<file path="src/rtl/pinbank_pkg.sv">
// Package: shared encodings for the shared pin bank.
// Assumes: routing codes are 3 bits wide; values outside the enum route nothing.
package pinbank_pkg;
    typedef enum logic [2:0] {
        RES_NONE = 3'd0,
        RES_RSVD = 3'd1,
        RES_CNT0 = 3'd2,
        RES_CNT1 = 3'd3,
        RES_IRQ  = 3'd4
    } res_code_e;

    localparam int RES_W = 3;
endpackage

</file>
<file path="src/rtl/pinbank_cfg.sv">
// Module: configuration registers of the shared pin bank.
// Holds the mode, direction, output data, port enable and routing codes.
// Assumes: single-cycle writes with no read path; only pads in
// [ROUTE_LO, ROUTE_HI] plus the dedicated pad own a routing register.
module pinbank_cfg #(
    parameter int NUM_PINS  = 24,
    parameter int LOW_GROUP = 16,
    parameter int ROUTE_LO  = 2,
    parameter int ROUTE_HI  = 11,
    parameter int ADDR_W    = 4
) (
    input  logic                clk,
    input  logic                rst_n,
    input  logic                cfg_we,
    input  logic [ADDR_W-1:0]   cfg_addr,
    input  logic [NUM_PINS-1:0] cfg_wdata,
    output logic [NUM_PINS-1:0] mode_q,
    output logic [NUM_PINS-1:0] dir_q,
    output logic [NUM_PINS-1:0] data_q,
    output logic                port_en_q,
    output logic [2:0]          route_q [NUM_PINS],
    output logic [2:0]          ded_q
);
    localparam int ROUTE_CNT  = ROUTE_HI - ROUTE_LO + 1;
    localparam int A_MODE     = 0;
    localparam int A_DIR      = 1;
    localparam int A_DATA     = 2;
    localparam int A_PEN      = 3;
    localparam int A_ROUTE    = 4;
    localparam int A_DED      = A_ROUTE + ROUTE_CNT;
    localparam logic [NUM_PINS-1:0] DIR_RST =
        {{(NUM_PINS-LOW_GROUP){1'b0}}, {LOW_GROUP{1'b1}}};

    logic wr_mode, wr_dir, wr_data, wr_pen, wr_ded;

    // Decode the write strobes for the fixed registers.
    always_comb begin
        wr_mode = cfg_we && (cfg_addr == ADDR_W'(A_MODE));
        wr_dir  = cfg_we && (cfg_addr == ADDR_W'(A_DIR));
        wr_data = cfg_we && (cfg_addr == ADDR_W'(A_DATA));
        wr_pen  = cfg_we && (cfg_addr == ADDR_W'(A_PEN));
        wr_ded  = cfg_we && (cfg_addr == ADDR_W'(A_DED));
    end

    // Update mode, direction, data and port enable registers.
    always_ff @(posedge clk) begin
        if (!rst_n) begin
            mode_q    <= '0;
            dir_q     <= DIR_RST;
            data_q    <= '0;
            port_en_q <= 1'b0;
        end else begin
            if (wr_mode) mode_q    <= cfg_wdata;
            if (wr_dir)  dir_q     <= cfg_wdata;
            if (wr_data) data_q    <= cfg_wdata;
            if (wr_pen)  port_en_q <= cfg_wdata[0];
        end
    end

    // Update the dedicated pad routing code.
    always_ff @(posedge clk) begin
        if (!rst_n)      ded_q <= 3'd0;
        else if (wr_ded) ded_q <= cfg_wdata[2:0];
    end

    for (genvar p = 0; p < NUM_PINS; p++) begin : g_route
        if (p >= ROUTE_LO && p <= ROUTE_HI) begin : g_reg
            localparam int A_ME = A_ROUTE + p - ROUTE_LO;
            logic [2:0] code_q;
            // Update this pad's routing code on a write to its address.
            always_ff @(posedge clk) begin
                if (!rst_n) code_q <= 3'd0;
                else if (cfg_we && cfg_addr == ADDR_W'(A_ME)) code_q <= cfg_wdata[2:0];
            end
            assign route_q[p] = code_q;
        end else begin : g_none
            assign route_q[p] = 3'd0;
        end
    end
endmodule

</file>
<file path="src/rtl/pinbank_mux.sv">
// Module: per-pad function multiplexer.
// Forms output enable, output data, segment flag and the level seen by routing.
// Assumes: pads below LOW_GROUP are additionally gated by the port enable.
module pinbank_mux #(
    parameter int NUM_PINS  = 24,
    parameter int LOW_GROUP = 16
) (
    input  logic [NUM_PINS-1:0] mode,
    input  logic [NUM_PINS-1:0] dir,
    input  logic [NUM_PINS-1:0] data,
    input  logic                port_en,
    input  logic [NUM_PINS-1:0] pin_di,
    output logic [NUM_PINS-1:0] pin_oe,
    output logic [NUM_PINS-1:0] pin_do,
    output logic [NUM_PINS-1:0] seg_sel,
    output logic [NUM_PINS-1:0] dig_lvl
);
    for (genvar p = 0; p < NUM_PINS; p++) begin : g_pad
        logic gate;
        if (p < LOW_GROUP) begin : g_low
            assign gate = port_en;
        end else begin : g_high
            assign gate = 1'b1;
        end
        // Combine mode, direction and gate into the pad's drive controls.
        always_comb begin
            seg_sel[p] = mode[p];
            pin_oe[p]  = !mode[p] && dir[p] && gate;
            pin_do[p]  = data[p];
            dig_lvl[p] = pin_di[p] && !mode[p];
        end
    end
endmodule

</file>
<file path="src/rtl/pinbank_router.sv">
// Module: resource router. ORs pad levels into the three resource lines
// according to each pad's 3-bit code.
// Assumes: non-routable pads arrive with code 0.
module pinbank_router
    import pinbank_pkg::*;
#(
    parameter int NUM_PINS = 24
) (
    input  logic [NUM_PINS-1:0] lvl,
    input  logic [2:0]          code [NUM_PINS],
    input  logic                ded_lvl,
    input  logic [2:0]          ded_code,
    output logic [RES_W-1:0]    raw_res
);
    // Accumulate every pad that selects each resource.
    always_comb begin
        logic c0, c1, irq;
        c0  = ded_lvl && (ded_code == RES_CNT0);
        c1  = ded_lvl && (ded_code == RES_CNT1);
        irq = ded_lvl && (ded_code == RES_IRQ);
        for (int p = 0; p < NUM_PINS; p++) begin
            c0  = c0  | (lvl[p] && (code[p] == RES_CNT0));
            c1  = c1  | (lvl[p] && (code[p] == RES_CNT1));
            irq = irq | (lvl[p] && (code[p] == RES_IRQ));
        end
        raw_res = {irq, c1, c0};
    end
endmodule

</file>
<file path="src/rtl/pinbank_sync.sv">
// Module: two-flop synchronizer, WIDTH bits wide.
// Assumes: each bit is independent and quasi-static relative to clk.
module pinbank_sync #(
    parameter int WIDTH = 3
) (
    input  logic             clk,
    input  logic             rst_n,
    input  logic [WIDTH-1:0] d,
    output logic [WIDTH-1:0] q
);
    logic [WIDTH-1:0] s1;

    // Pass the input through two register stages.
    always_ff @(posedge clk) begin
        if (!rst_n) begin
            s1 <= '0;
            q  <= '0;
        end else begin
            s1 <= d;
            q  <= s1;
        end
    end
endmodule

</file>
<file path="src/rtl/pinbank_top.sv">
// Module: shared pin function and resource router, top level.
// Wires config registers, per-pad mux, router and synchronizer together.
// Assumes: pin_di reflects the real pad level, including when a pad drives.
module pinbank_top
    import pinbank_pkg::*;
#(
    parameter int NUM_PINS  = 24,
    parameter int LOW_GROUP = 16,
    parameter int ROUTE_LO  = 2,
    parameter int ROUTE_HI  = 11,
    parameter int ADDR_W    = 4
) (
    input  logic                clk,
    input  logic                rst_n,
    input  logic                cfg_we,
    input  logic [ADDR_W-1:0]   cfg_addr,
    input  logic [NUM_PINS-1:0] cfg_wdata,
    input  logic [NUM_PINS-1:0] pin_di,
    input  logic                ded_di,
    output logic [NUM_PINS-1:0] pin_oe,
    output logic [NUM_PINS-1:0] pin_do,
    output logic [NUM_PINS-1:0] seg_sel,
    output logic                cnt0_clk,
    output logic                cnt1_clk,
    output logic                irq_hi
);
    logic [NUM_PINS-1:0] mode_q, dir_q, data_q, dig_lvl;
    logic                port_en_q;
    logic [2:0]          route_q [NUM_PINS];
    logic [2:0]          ded_q;
    logic [RES_W-1:0]    raw_res, res_sync;

    pinbank_cfg #(
        .NUM_PINS(NUM_PINS), .LOW_GROUP(LOW_GROUP),
        .ROUTE_LO(ROUTE_LO), .ROUTE_HI(ROUTE_HI), .ADDR_W(ADDR_W)
    ) u_cfg (
        .clk(clk), .rst_n(rst_n), .cfg_we(cfg_we), .cfg_addr(cfg_addr),
        .cfg_wdata(cfg_wdata), .mode_q(mode_q), .dir_q(dir_q), .data_q(data_q),
        .port_en_q(port_en_q), .route_q(route_q), .ded_q(ded_q)
    );

    pinbank_mux #(.NUM_PINS(NUM_PINS), .LOW_GROUP(LOW_GROUP)) u_mux (
        .mode(mode_q), .dir(dir_q), .data(data_q), .port_en(port_en_q),
        .pin_di(pin_di), .pin_oe(pin_oe), .pin_do(pin_do),
        .seg_sel(seg_sel), .dig_lvl(dig_lvl)
    );

    pinbank_router #(.NUM_PINS(NUM_PINS)) u_router (
        .lvl(dig_lvl), .code(route_q), .ded_lvl(ded_di),
        .ded_code(ded_q), .raw_res(raw_res)
    );

    pinbank_sync #(.WIDTH(RES_W)) u_sync (
        .clk(clk), .rst_n(rst_n), .d(raw_res), .q(res_sync)
    );

    assign cnt0_clk = res_sync[0];
    assign cnt1_clk = res_sync[1];
    assign irq_hi   = res_sync[2];
endmodule

</file>
<file path="config.mk">
export PLATFORM = sky130hd
export DESIGN_NAME = pinbank_top
export DESIGN_NICKNAME = d
export VERILOG_FILES = /design/src/rtl/pinbank_pkg.sv /design/src/rtl/pinbank_cfg.sv /design/src/rtl/pinbank_mux.sv /design/src/rtl/pinbank_router.sv /design/src/rtl/pinbank_sync.sv /design/src/rtl/pinbank_top.sv
export SDC_FILE = /design/constraint.sdc
export NUM_CORES = 1
export LEC_CHECK = 0
export CAP_MARGIN = 20
export CORE_MARGIN = 5
export CORE_UTILIZATION = 52
export DETAILED_ROUTE_END_ITERATION = 8
export PLACE_DENSITY = 0.81
export SLEW_MARGIN = 20
export SYNTH_ARGS = -nofsm -noshare
export SYNTH_HDL_FRONTEND = slang
export SYNTH_HIERARCHICAL = 1
export SYNTH_SLANG_ARGS = --single-unit
</file>
<file path="constraint.sdc">
create_clock -name clk -period 2.6 [get_ports clk]
set_clock_uncertainty 0.15 [all_clocks]
set_input_delay 0.52 -clock clk [delete_from_list [all_inputs] [get_ports clk]]
set_output_delay 0.52 -clock clk [all_outputs]
set_load 0.005 [all_outputs]
</file>
# [Word-level counts from Yosys, hierarchy flattened]
# Cells that the tools add are included.
[word_totals] regBits=112 inputBits=56 output_inout_bits=75 elab_cells=217
[op_classes] n_eq_ne=47 bitwise=30 n_reduce_logical=123
[op_table] operator="$logic_and 1x1->1" n=98
[op_table] operator="$eq 3x2->1 const B" n=22
[op_table] operator="$eq 3x3->1 const B" n=11
[op_table] operator="$or 1x1->1" n=30
[op_table] operator="$eq 4x4->1 const B" n=7
[op_table] operator="$logic_not 1->1" n=24
[op_table] operator="$eq 4x3->1 const B" n=4
[op_table] operator="$eq 4x2->1 const B" n=2
[op_table] operator="$eq 4x1->1 const B" n=1
[op_table] operator="$logic_not 4->1" n=1

# [Depth between registers and ports, before layout]
# Gate-level depths: netlist of run 1.
[depth] ltp_word=13 mapped_depth=6 ltp_nobuf=6

# [By module]
# The synthesis of run 1 kept the hierarchy.
[by_module_without_submodules] mod="pinbank_cfg" n_inst=1 cells_per_inst=457 area_each_um2=4413.0 seq_area_each_um2=2122.0
[by_module_without_submodules] mod="pinbank_router" n_inst=1 cells_per_inst=113 area_each_um2=870.8 seq_area_each_um2=0.0
[by_module_without_submodules] mod="pinbank_mux" n_inst=1 cells_per_inst=97 area_each_um2=719.4 seq_area_each_um2=0.0
[by_module_without_submodules] mod="pinbank_sync" n_inst=1 cells_per_inst=12 area_each_um2=157.7 seq_area_each_um2=120.1

# [Worst setup path before layout of run 1]
# Ideal clock, no wire load.
[synth_path] path_kind="input -> register" from="in pin_di[7]" to="reg u_sync.s1[0]" setup_time_ns=0.115 t_arrival_ns=1.816 t_required_ns=2.335 slack_ns=0.519 path_stages=6 path_buffers=0 cell_sequence="nor2b_1 and4bb_1 or4_1 nor4_1 nand4_1 and2_1"
[synth_between] elab_chain_cells=7
[synth_lines] item="start, declared" line="pinbank_top.sv:18" text="input logic [NUM_PINS-1:0] pin_di,"
[synth_lines] item="$logic_and 1x1->1" line="pinbank_mux.sv:30" text="dig_lvl[p] = pin_di[p] && !mode[p];"
[synth_lines] item="$logic_and 1x1->1" line="pinbank_router.sv:22" text="c0 = c0 | (lvl[p] && (code[p] == RES_CNT0));"
[synth_lines] item="$or 1x1->1 (5 in series)" line="pinbank_router.sv:22"
[synth_lines] item="via raw_res[0]" line="pinbank_top.sv:31" text="logic [RES_W-1:0] raw_res, res_sync;"
[synth_lines] item="end signal, assigned" line="pinbank_sync.sv:16" text="s1 <= '0;"
[synth_lines] item="end signal, assigned" line="pinbank_sync.sv:19" text="s1 <= d;"
[synth_lines] item="end, declared" line="pinbank_sync.sv:11" text="logic [WIDTH-1:0] s1;"
# The timed path passes the listed nets, and every way through them passes these cells.
# A chain may end at the register's enable or synchronous reset.

# [Worst setup path in the final report of run 1]
[layout_path] from="reg u_cfg.port_en_q" to="out pin_oe[14]"
[layout_between] elab_chain_cells=1
[layout_lines] item="start, declared" line="pinbank_cfg.sv:20" text="output logic port_en_q,"
[layout_lines] item="start signal, assigned" line="pinbank_cfg.sv:56" text="if (wr_pen) port_en_q <= cfg_wdata[0];"
[layout_lines] item="$logic_and 1x1->1" line="pinbank_mux.sv:28" text="pin_oe[p] = !mode[p] && dir[p] && gate;"
[layout_lines] item="end, declared" line="pinbank_top.sv:20" text="output logic [NUM_PINS-1:0] pin_oe,"
# Every way passes these cells.

==> parameters.txt, run 1 <==
Parameter                              Value

Outcome
  Run status    finished clean

Critical path
  CP Data Arrival Time    1.63 ns
  Worst-case register-to-register setup slack    0.56 ns
  Terminus of the critical flop-to-flop path    u_sync/s1[0]
  Register-to-Register Path Depth    6
  Required time of the critical path    1.93 ns
  Peak fanout along the critical path    17
  Worst Setup Start Kind    flip-flop
  Critical R2R Launch    u_cfg/mode_q[7]
  Crit. End Element    primary output
  Category of the critical setup timing path    flip-flop to primary output

Power
  Leakage power    3.19 nW
  Part of the power in the clock network    41.4%
  Power, Total    3.69 mW
  Register share of total power    47.9%
  Power Density    500 nW/um^2
  Internal Dissipation    2.84 mW
  Net Sw Frac    22.9%
  Worst supply voltage drop on vdd    0.319 mV
  NetSw    0.843 mW
  Combinational fraction of design power    10.7%

Synth
  Post-synthesis sequential element count    112
  Post-synth EDFFs    0
  Synth Warn #    6
  FFs w/ async S/R, synth    0%
  Sequential element share of the synthesized area    36.4%
  Synth unique cells    38
  Syn_area_per_cell    9.07 um^2
  Area of the mapped netlist    6160 um^2
  Top flip-flop cell by instance count after synthesis    dfxtp_1
  Cells after Synth    679

Placement
  Gp weighted congestion    0.916
  Post-placement cell count    883
  I/O Buffers    130
  Dpl hpwl    11900 um

Final layout
  ANT cells    0
  Post-layout net count    807
  Proportion of layout cells with a drive suffix above 1    5.83%
  Number of inserted filler cells in the final layout    939
  Area growth from synthesis to layout    19.8%
  Non-filler cells in the finished layout    898

Timing
  RSZ-0062 raised after global routing    no
  Worst Max-Slew Pin Slew    0.543 ns
  Final period util    88.3%
  Time the final worst path needs with I/O delays and setup    2.30 ns
  Hold violation total from the final report    0
  Highest achievable clock rate    435 MHz
  Pins over their slew limit    0
  Setup violators final    0
  Worst slew margin    63.7%

Global routing
  Antenna violations before repair    0
  Number of global-route vias before repair    5061
  GRT overflow    0
  Total routing usage reported by global routing    22.1%
  Largest net degree at the start of global routing    88
  Global-route wire length before repair    25400 um

Floorplanning
  Num ports    131
  Area inside the core boundary    11500 um^2
  Starting density of the core    53.5%
  Die Ht    119 um
  DIE WIDTH    119 um
  Std-Cell Rows    39
  Die area    14100 um^2

Route
  Iter 0 DRT Violations    293
  Number of vias in the routed layout    4917
  Ratio of routed vias to standard cells    5.48
  Remaining antenna violation count after routing    0
  Final routed DRC violation total    0
  Final routed wire length divided by cell count    17.7 um
  Pre-antenna DRT Iters    5
  Drt total wl    15900 um

Clock tree
  Number of gates resized after CTS    0
  Clock net sink count    112
  Depth of the CTS H-tree    3
  Number of buffers created by CTS    9
  Cell at the root of the clock tree    clkbuf_16
  Post-CTS setup-driven buffer insertion count    0
  Source-to-sink clock delay at the later pin of the worst-skew pair    0.34 ns
  Maximum buffer depth of the clock tree    2
  CTS tree    yes
  Clock transition at path regs    0.07 ns
  Hold buffer count at CTS    0

Min path
  Hold path startpoint    u_sync/s1[1]
  Endpoint, Worst Hold    u_sync/q[1]
  WHS Path Cells    1
  Min-delay worst type    flip-flop to flip-flop

Job
  Max-cap viol count    0
-- registers in the layout (all words and copies together), names as in the netlist --
| name | count |
|---|---|
| u_cfg/g_route.g_reg.code_q | 30 |
| u_cfg/data_q | 24 |
| u_cfg/dir_q | 24 |
| u_cfg/mode_q | 24 |
| u_cfg/ded_q | 3 |
| u_sync/q | 3 |
| u_sync/s1 | 3 |
| u_cfg/port_en_q | 1 |
-- placed cells by master (no fill, tap or decap), types with 4 or more instances in the layout --
| cell type | instances |
|---|---|
| clkbuf_16 | 9 |
| conb_1 | 42 |
| dfxtp_1 | 111 |
| nand3b_1 | 12 |
| nor4bb_1 | 26 |
| o211ai_1 | 17 |
| buf_4 | 13 |
| and3b_2 | 6 |
| a31oi_1 | 7 |
| nor4_1 | 5 |
| nor2_1 | 17 |
| and2_1 | 6 |
| inv_1 | 20 |
| mux2i_1 | 90 |
| nand4b_1 | 37 |
| nor2b_1 | 32 |
| o22ai_1 | 5 |
| nand4_1 | 5 |
| clkdlybuf4s50_1 | 129 |
| and4bb_1 | 4 |
| nand2_1 | 118 |
| and3b_1 | 11 |
-- power groups by stage --
stage	Combinational, mW	Sequential [mW]	Clock [mW]
after global placement	0.374	1.80	0
after global routing	0.425	1.77	1.63
after floorplan	0.264	1.80	0
after CTS	0.383	1.77	1.54
final	0.395	1.77	1.53
after detailed placement	0.380	1.81	0
-- through the flow --
stage	util (%)	setup TNS (ns)	setup WS [ns]	instance area, um^2	hold WS (ns)
2_1_floorplan	-	0	0.519	6310	0.256
3_3_place_gp	61.2	-0.0229	-0.0229	7050	0.262
3_5_place_dp	61.2	0	0.00448	7050	0.272
4_1_cts	64.1	0	0.0703	7380	0.287
5_1_grt	64.1	0	0.220	7380	0.304
6_report	64.1	0	0.304	7380	0.284
-- worst max-delay path: stages, from the launching register on --
cell             delay (ns)
dfxtp_2                0.52
and3b_2                0.24
clkdlybuf4s50_1        0.53
-- logic make-up (layout without fill, tap and decap cells) --
kind of cell | Yosys count | in the layout | share of synthesized area, %
other | 1 | 42 | 0.0609
multiplexers | 90 | 90 | 14.6
AND/OR/NAND/NOR | 299 | 299 | 29.8
flip-flops | 112 | 112 | 36.4
buffers and inverters | 144 | 179 | 15.4
AO/OA/AOI/OAI | 33 | 33 | 3.80
-- worst max-delay path by stage --
stage,start,endpoint,slack (ns),cells after the start
after floorplan,pin_di[7],u_sync/s1[0],0.52,6
after global placement,pin_di[7],u_sync/s1[0],-0.02,7
after detailed placement,pin_di[7],u_sync/s1[0],0.004,7
after CTS,u_cfg/port_en_q,pin_oe[14],0.07,2
after global routing,u_cfg/port_en_q,pin_oe[12],0.22,2
final,u_cfg/port_en_q,pin_oe[14],0.30,2
-- cell usage after synthesis, types with 2 or more instances --
cell type / number / area (um^2)
and4bb_1: 4 / 50.1
and3b_1: 11 / 96.3
nand3b_1: 12 / 90.1
buf_1: 2 / 7.51
mux2i_1: 90 / 901
or3_1: 3 / 18.8
dfxtp_1: 112 / 2240
buf_12: 2 / 40.0
and2_1: 6 / 37.5
nor2_2: 2 / 12.5
nand4_1: 5 / 31.3
buf_6: 2 / 22.5
nor3_1: 2 / 10.0
o2111ai_1: 2 / 17.5
buf_2: 5 / 25.0
nand3_1: 3 / 15.0
o211ai_1: 17 / 128
nand2_1: 118 / 443
nor2b_1: 32 / 200
o22ai_1: 5 / 31.3
nor4bb_1: 26 / 260
and3b_2: 6 / 60.1
nor4_1: 5 / 31.3
nand2b_1: 3 / 18.8
inv_1: 20 / 75.1
nand4b_1: 37 / 324
or4_1: 2 / 15.0
clkbuf_1: 19 / 71.3
and4bb_2: 2 / 25.0
buf_4: 94 / 706
a31oi_1: 7 / 43.8
nor2_1: 17 / 63.8
-- cell type report --
| type | instances | area (um^2) | share of cell area, % |
|---|---|---|---|
| Inverter | 20 | 75.1 | 1.02 |
| Timing Repair Buffer | 144 | 1430 | 19.4 |
| Clock buffer | 11 | 253 | 3.42 |
| Sequential cell | 112 | 2240 | 30.4 |
| Tap cell | 143 | 179 | 2.42 |
| Multi-Input combinational cell | 464 | 3130 | 42.3 |
| Clock inverter | 4 | 76.3 | 1.03 |
-- metal layers --
layer | routed length (um) | up-vias | global-route usage, % | share of wire, %
li1 | - | 2384 | - | -
met1 | 6610 | 2341 | 26.0 | 41
met2 | 7920 | 166 | 37.9 | 50
met3 | 1040 | 26 | 6.92 | 6.5
met4 | 359 | 0 | 8.18 | 2.3
met5 | 0 | - | 0 | 0
(Power assumes the default switching activity.)
==> run 2, diff against run 1 <==
CORE_UTILIZATION = 48   (was 52)
PLACE_DENSITY = 0.8   (was 0.81)
SYNTH_HIERARCHICAL = not set   (was 1)
==> run 2 against run 1 <==
  * Count of clock-buffer cells in the layout decreased by 1
  * Critical endpoint is now pin_oe[3]
  * Hold slack improved by 0.011 ns
  * Power decreased by 19%
  * Largest cell class is now flip-flops and latches
  * Synthesized cell count decreased by 13%
  * Area after synthesis decreased by 26%
  * Via count decreased by 8.2%
  * Sequential power about the same
  * First-iteration DRC count decreased by 16%
  * Cell count decreased by 6.9%
  * Combinational power decreased by 33%
  * Critical path depth increased by 2
  * Fmax decreased by 7.4%
==> parameters.txt, run 2 <==
Parameter                              Value

Final layout
  Layout Cell Area excl Fill    6150 um^2 (-17%)
  Leading cell types in the layout, fill and taps excluded    nand2_1 (194), clkdlybuf4s50_1 (116), dfxtp_1 (112), a21oi_1 (82), nor2_1 (35)
  Storage cell area    2240 um^2 (about the same)
  Proportion of layout cells with a drive suffix above 1    5.94% (+0.11 points)
  Non-filler cells in the finished layout    836 (-6.9%)
  Max FFs per register    30 (unchanged)
  Most common cell after layout, fill and taps aside    nand2_1
  Multi-input combinational cell area    2160 um^2 (-31%)
  Area growth from synthesis to layout    34.3%
  Number of inserted filler cells in the final layout    767 (-18%)
  Most flops, register    u_cfg.g_route.g_reg.code_q
  ANT cells    0 (unchanged)
  Final standard cell utilization of the core    66.3% (+2.2 points)
  Post-layout net count    758 (-6.1%)

Clock tree
  Source-to-sink clock delay at the later pin of the worst-skew pair    0.37 ns (+0.03 ns)
  Depth of the CTS H-tree    3 (unchanged)
  Clock net sink count    112 (unchanged)
  Maximum buffer depth of the clock tree    2 (unchanged)
  CTS tree    yes
  Hold buffer count at CTS    0 (unchanged)
  Clock transition at path regs    0.11 ns (+0.04 ns)
  Post-CTS setup-driven buffer insertion count    0 (unchanged)
  Number of buffers created by CTS    9 (unchanged)
  Number of gates resized after CTS    0 (unchanged)
  Cell at the root of the clock tree    clkbuf_8

Route
  Final routed wire length divided by cell count    15.6 um (-12%)
  Ratio of routed vias to standard cells    5.40 (-1.3%)
  Number of vias in the routed layout    4516 (-8.2%)
  Drt total wl    13000 um (-18%)
  Remaining antenna violation count after routing    0 (unchanged)
  Pre-antenna DRT Iters    5 (unchanged)
  Final routed DRC violation total    0 (unchanged)
  Iter 0 DRT Violations    247 (-16%)

Synth
  Syn_area_per_cell    7.77 um^2 (-14%)
  Synth Area in Compound Gates    13.2% (+9.4 points)
  Synth Warn #    0 (-6)
  Synthesized netlist net count    646
  Synth unique cells    36 (-5.3%)
  Area of the mapped netlist    4580 um^2 (-26%)
  Leading cell types by total area after synthesis    dfxtp_1 (49%), nand2_1 (16%), a21oi_1 (9.0%)
  Simple-gate share of the synthesized area    31.6% (+1.9 points)
  Share of synthesized cell area in full adder, half adder and majority cells    0% (unchanged)
  Top flip-flop cell by instance count after synthesis    dfxtp_1
  Most numerous cell types in the synthesized netlist    nand2_1 (194), dfxtp_1 (112), a21oi_1 (82)
  Cells after Synth    590 (-13%)
  FFs w/ async S/R, synth    0% (unchanged)
  Post-synth EDFFs    0 (unchanged)
  Top cell type's share of synthesized area    48.9% (+13 points)
  Leading cell type by number of instances after synthesis    nand2_1
  Sequential element share of the synthesized area    48.9% (+13 points)
  Cell taking the most area after synthesis    dfxtp_1
  Post-synthesis sequential element count    112 (unchanged)
  Portion of netlist area occupied by mux cells    1.97% (-13 points)
  XOR/XNOR Fraction of Synth Area    0% (unchanged)
  Largest family of logic cells by synthesized area    simple AND/OR/NAND/NOR gates

Placement
  Area after DPL    5970 um^2 (-15%)
  Post-placement cell count    820 (-7.1%)
  Dpl hpwl    9500 um (-20%)
  Gp weighted congestion    0.857 (-6.4%)
  I/O Buffers    116 (-11%)

Timing
  Highest achievable clock rate    403 MHz (-7.4%)
  RSZ-0062 raised after global routing    no
  Setup violators final    0 (unchanged)
  Worst slew margin    52.0% (-12 points)
  Time the final worst path needs with I/O delays and setup    2.48 ns (+0.184 ns)
  Worst Max-Slew Pin Slew    0.717 ns (+0.174 ns)
  Final period util    95.4% (+7.1 points)
  Sum of negative setup slack    0 ns (unchanged)
  Hold violation total from the final report    0 (unchanged)
  Pins over their slew limit    0 (unchanged)

Critical path
  Peak fanout along the critical path    13 (-4)
  Register-to-Register Path Depth    3 (-3)
  Required time of the critical path    1.93 ns (about the same)
  Terminus of the critical flop-to-flop path    u_sync.s1[0]
  Crit. End Element    primary output
  Start point of the critical path    u_cfg.port_en_q
  Critical R2R Launch    u_cfg.mode_q[9]
  CP Data Arrival Time    1.81 ns (+0.18 ns)
  Worst Setup Start Kind    flip-flop
  Worst-case register-to-register setup slack    0.94 ns (+0.38 ns)
  Category of the critical setup timing path    flip-flop to primary output

Floorplanning
  DIE WIDTH    108 um (-9.4%)
  Std-Cell Rows    35 (-10%)
  Starting density of the core    49.4% (-4.1 points)
  Area inside the core boundary    9280 um^2 (-19%)
  Die area    11600 um^2 (-18%)
  Num ports    131 (unchanged)
  Die Ht    108 um (-9.4%)

Min path
  Endpoint, Worst Hold    u_sync.q[0]
  Min-delay worst type    flip-flop to flip-flop
  Hold path startpoint    u_sync.s1[0]
  WHS Path Cells    1 (unchanged)

Power
  Power Density    485 nW/um^2 (-2.9%)
  Worst supply voltage drop on vdd    0.295 mV (-7.3%)
  Leakage power    2.22 nW (-30%)

Global routing
  GRT overflow    0 (unchanged)
  Largest net degree at the start of global routing    49 (-44%)
  Global-route wire length before repair    20600 um (-19%)
  Antenna violations before repair    0 (unchanged)
  Number of global-route vias before repair    4234 (-16%)
  Total routing usage reported by global routing    22.3% (+0.27 points)

Outcome
  Run status    finished clean

Job
  Max-cap viol count    0 (unchanged)
## run 2: changes by cell type in the layout (fill, tap and decap cells not counted), sizes merged, moves of 24 or more
cell,before,now
mux2i,90,9
conb,42,0
o21ai,1,25
a21oi,0,82
nand4b,37,1
nand2,119,194
## run 2: cell type report
type	instances	share of cell area, %
multi-input combinational	438	35.2
inverter	2	0.122
tap	129	2.62
clock inverter	6	0.854
clock buffer	10	2.07
timing repair buffer	139	22.7
sequential	112	36.4
## run 2: per-stage QoR
stage | power, mW | setup WS, ns | hold WS, ns
floorplan | 1.90 | 0.525 | 0.262
global placement | 2.05 | 0.0856 | 0.263
detailed placement | 2.06 | 0.0631 | 0.273
CTS | 3.01 | 0.116 | 0.298
global route | 3.12 | 0.0653 | 0.320
finish | 2.98 | 0.119 | 0.295
## run 2: kinds of logic after synthesis
| kind of cell | after synthesis |
|---|---|
| flops | 112 |
| simple gates | 314 |
| mux | 9 |
| buf+inv | 40 |
| compound gates | 115 |
## run 2: worst max-delay path, cell delays in order, from the launching register on
cell	delay [ns]
dfxtp_1	0.43
buf_4	0.24
nand2_1	0.08
nor2_1	0.16
clkdlybuf4s50_1	0.53
## run 2: worst max path at each step
stage / endpoint / slack (ns) / depth (start not counted)
floorplan: u_cfg.dir_q[10] / 0.52 / 7
global placement: u_cfg.dir_q[13] / 0.09 / 6
detailed placement: u_cfg.dir_q[5] / 0.06 / 6
CTS: pin_oe[3] / 0.12 / 4
global route: pin_oe[3] / 0.07 / 4
finish: pin_oe[3] / 0.12 / 4
## run 2: per-layer routing
metal | part of all wire [%] | GRT usage, % | routed length, um | vias to the layer above
met1 | 41 | 28.4 | 5390 | 2117
met2 | 51 | 37.2 | 6590 | 168
li1 | - | - | - | 2207
met4 | 2.0 | 8.39 | 262 | 0
met5 | 0 | 0 | 0 | -
met3 | 6.0 | 4.68 | 786 | 24
## run 2: report_power, final
group          total (mW)  internal (mW)  switching [mW]
sequential           1.76           1.74          0.0168
clock               0.962          0.366           0.595
combinational       0.265          0.130           0.135
==> run 3, diff against run 2 <==
CORE_UTILIZATION = 52   (was 48)
PLACE_DENSITY = 0.81   (was 0.8)
SYNTH_HIERARCHICAL = 1   (was not set)
==> results of run 3 <==
The final DEF is identical to that of run 1; final timing and power are the same.
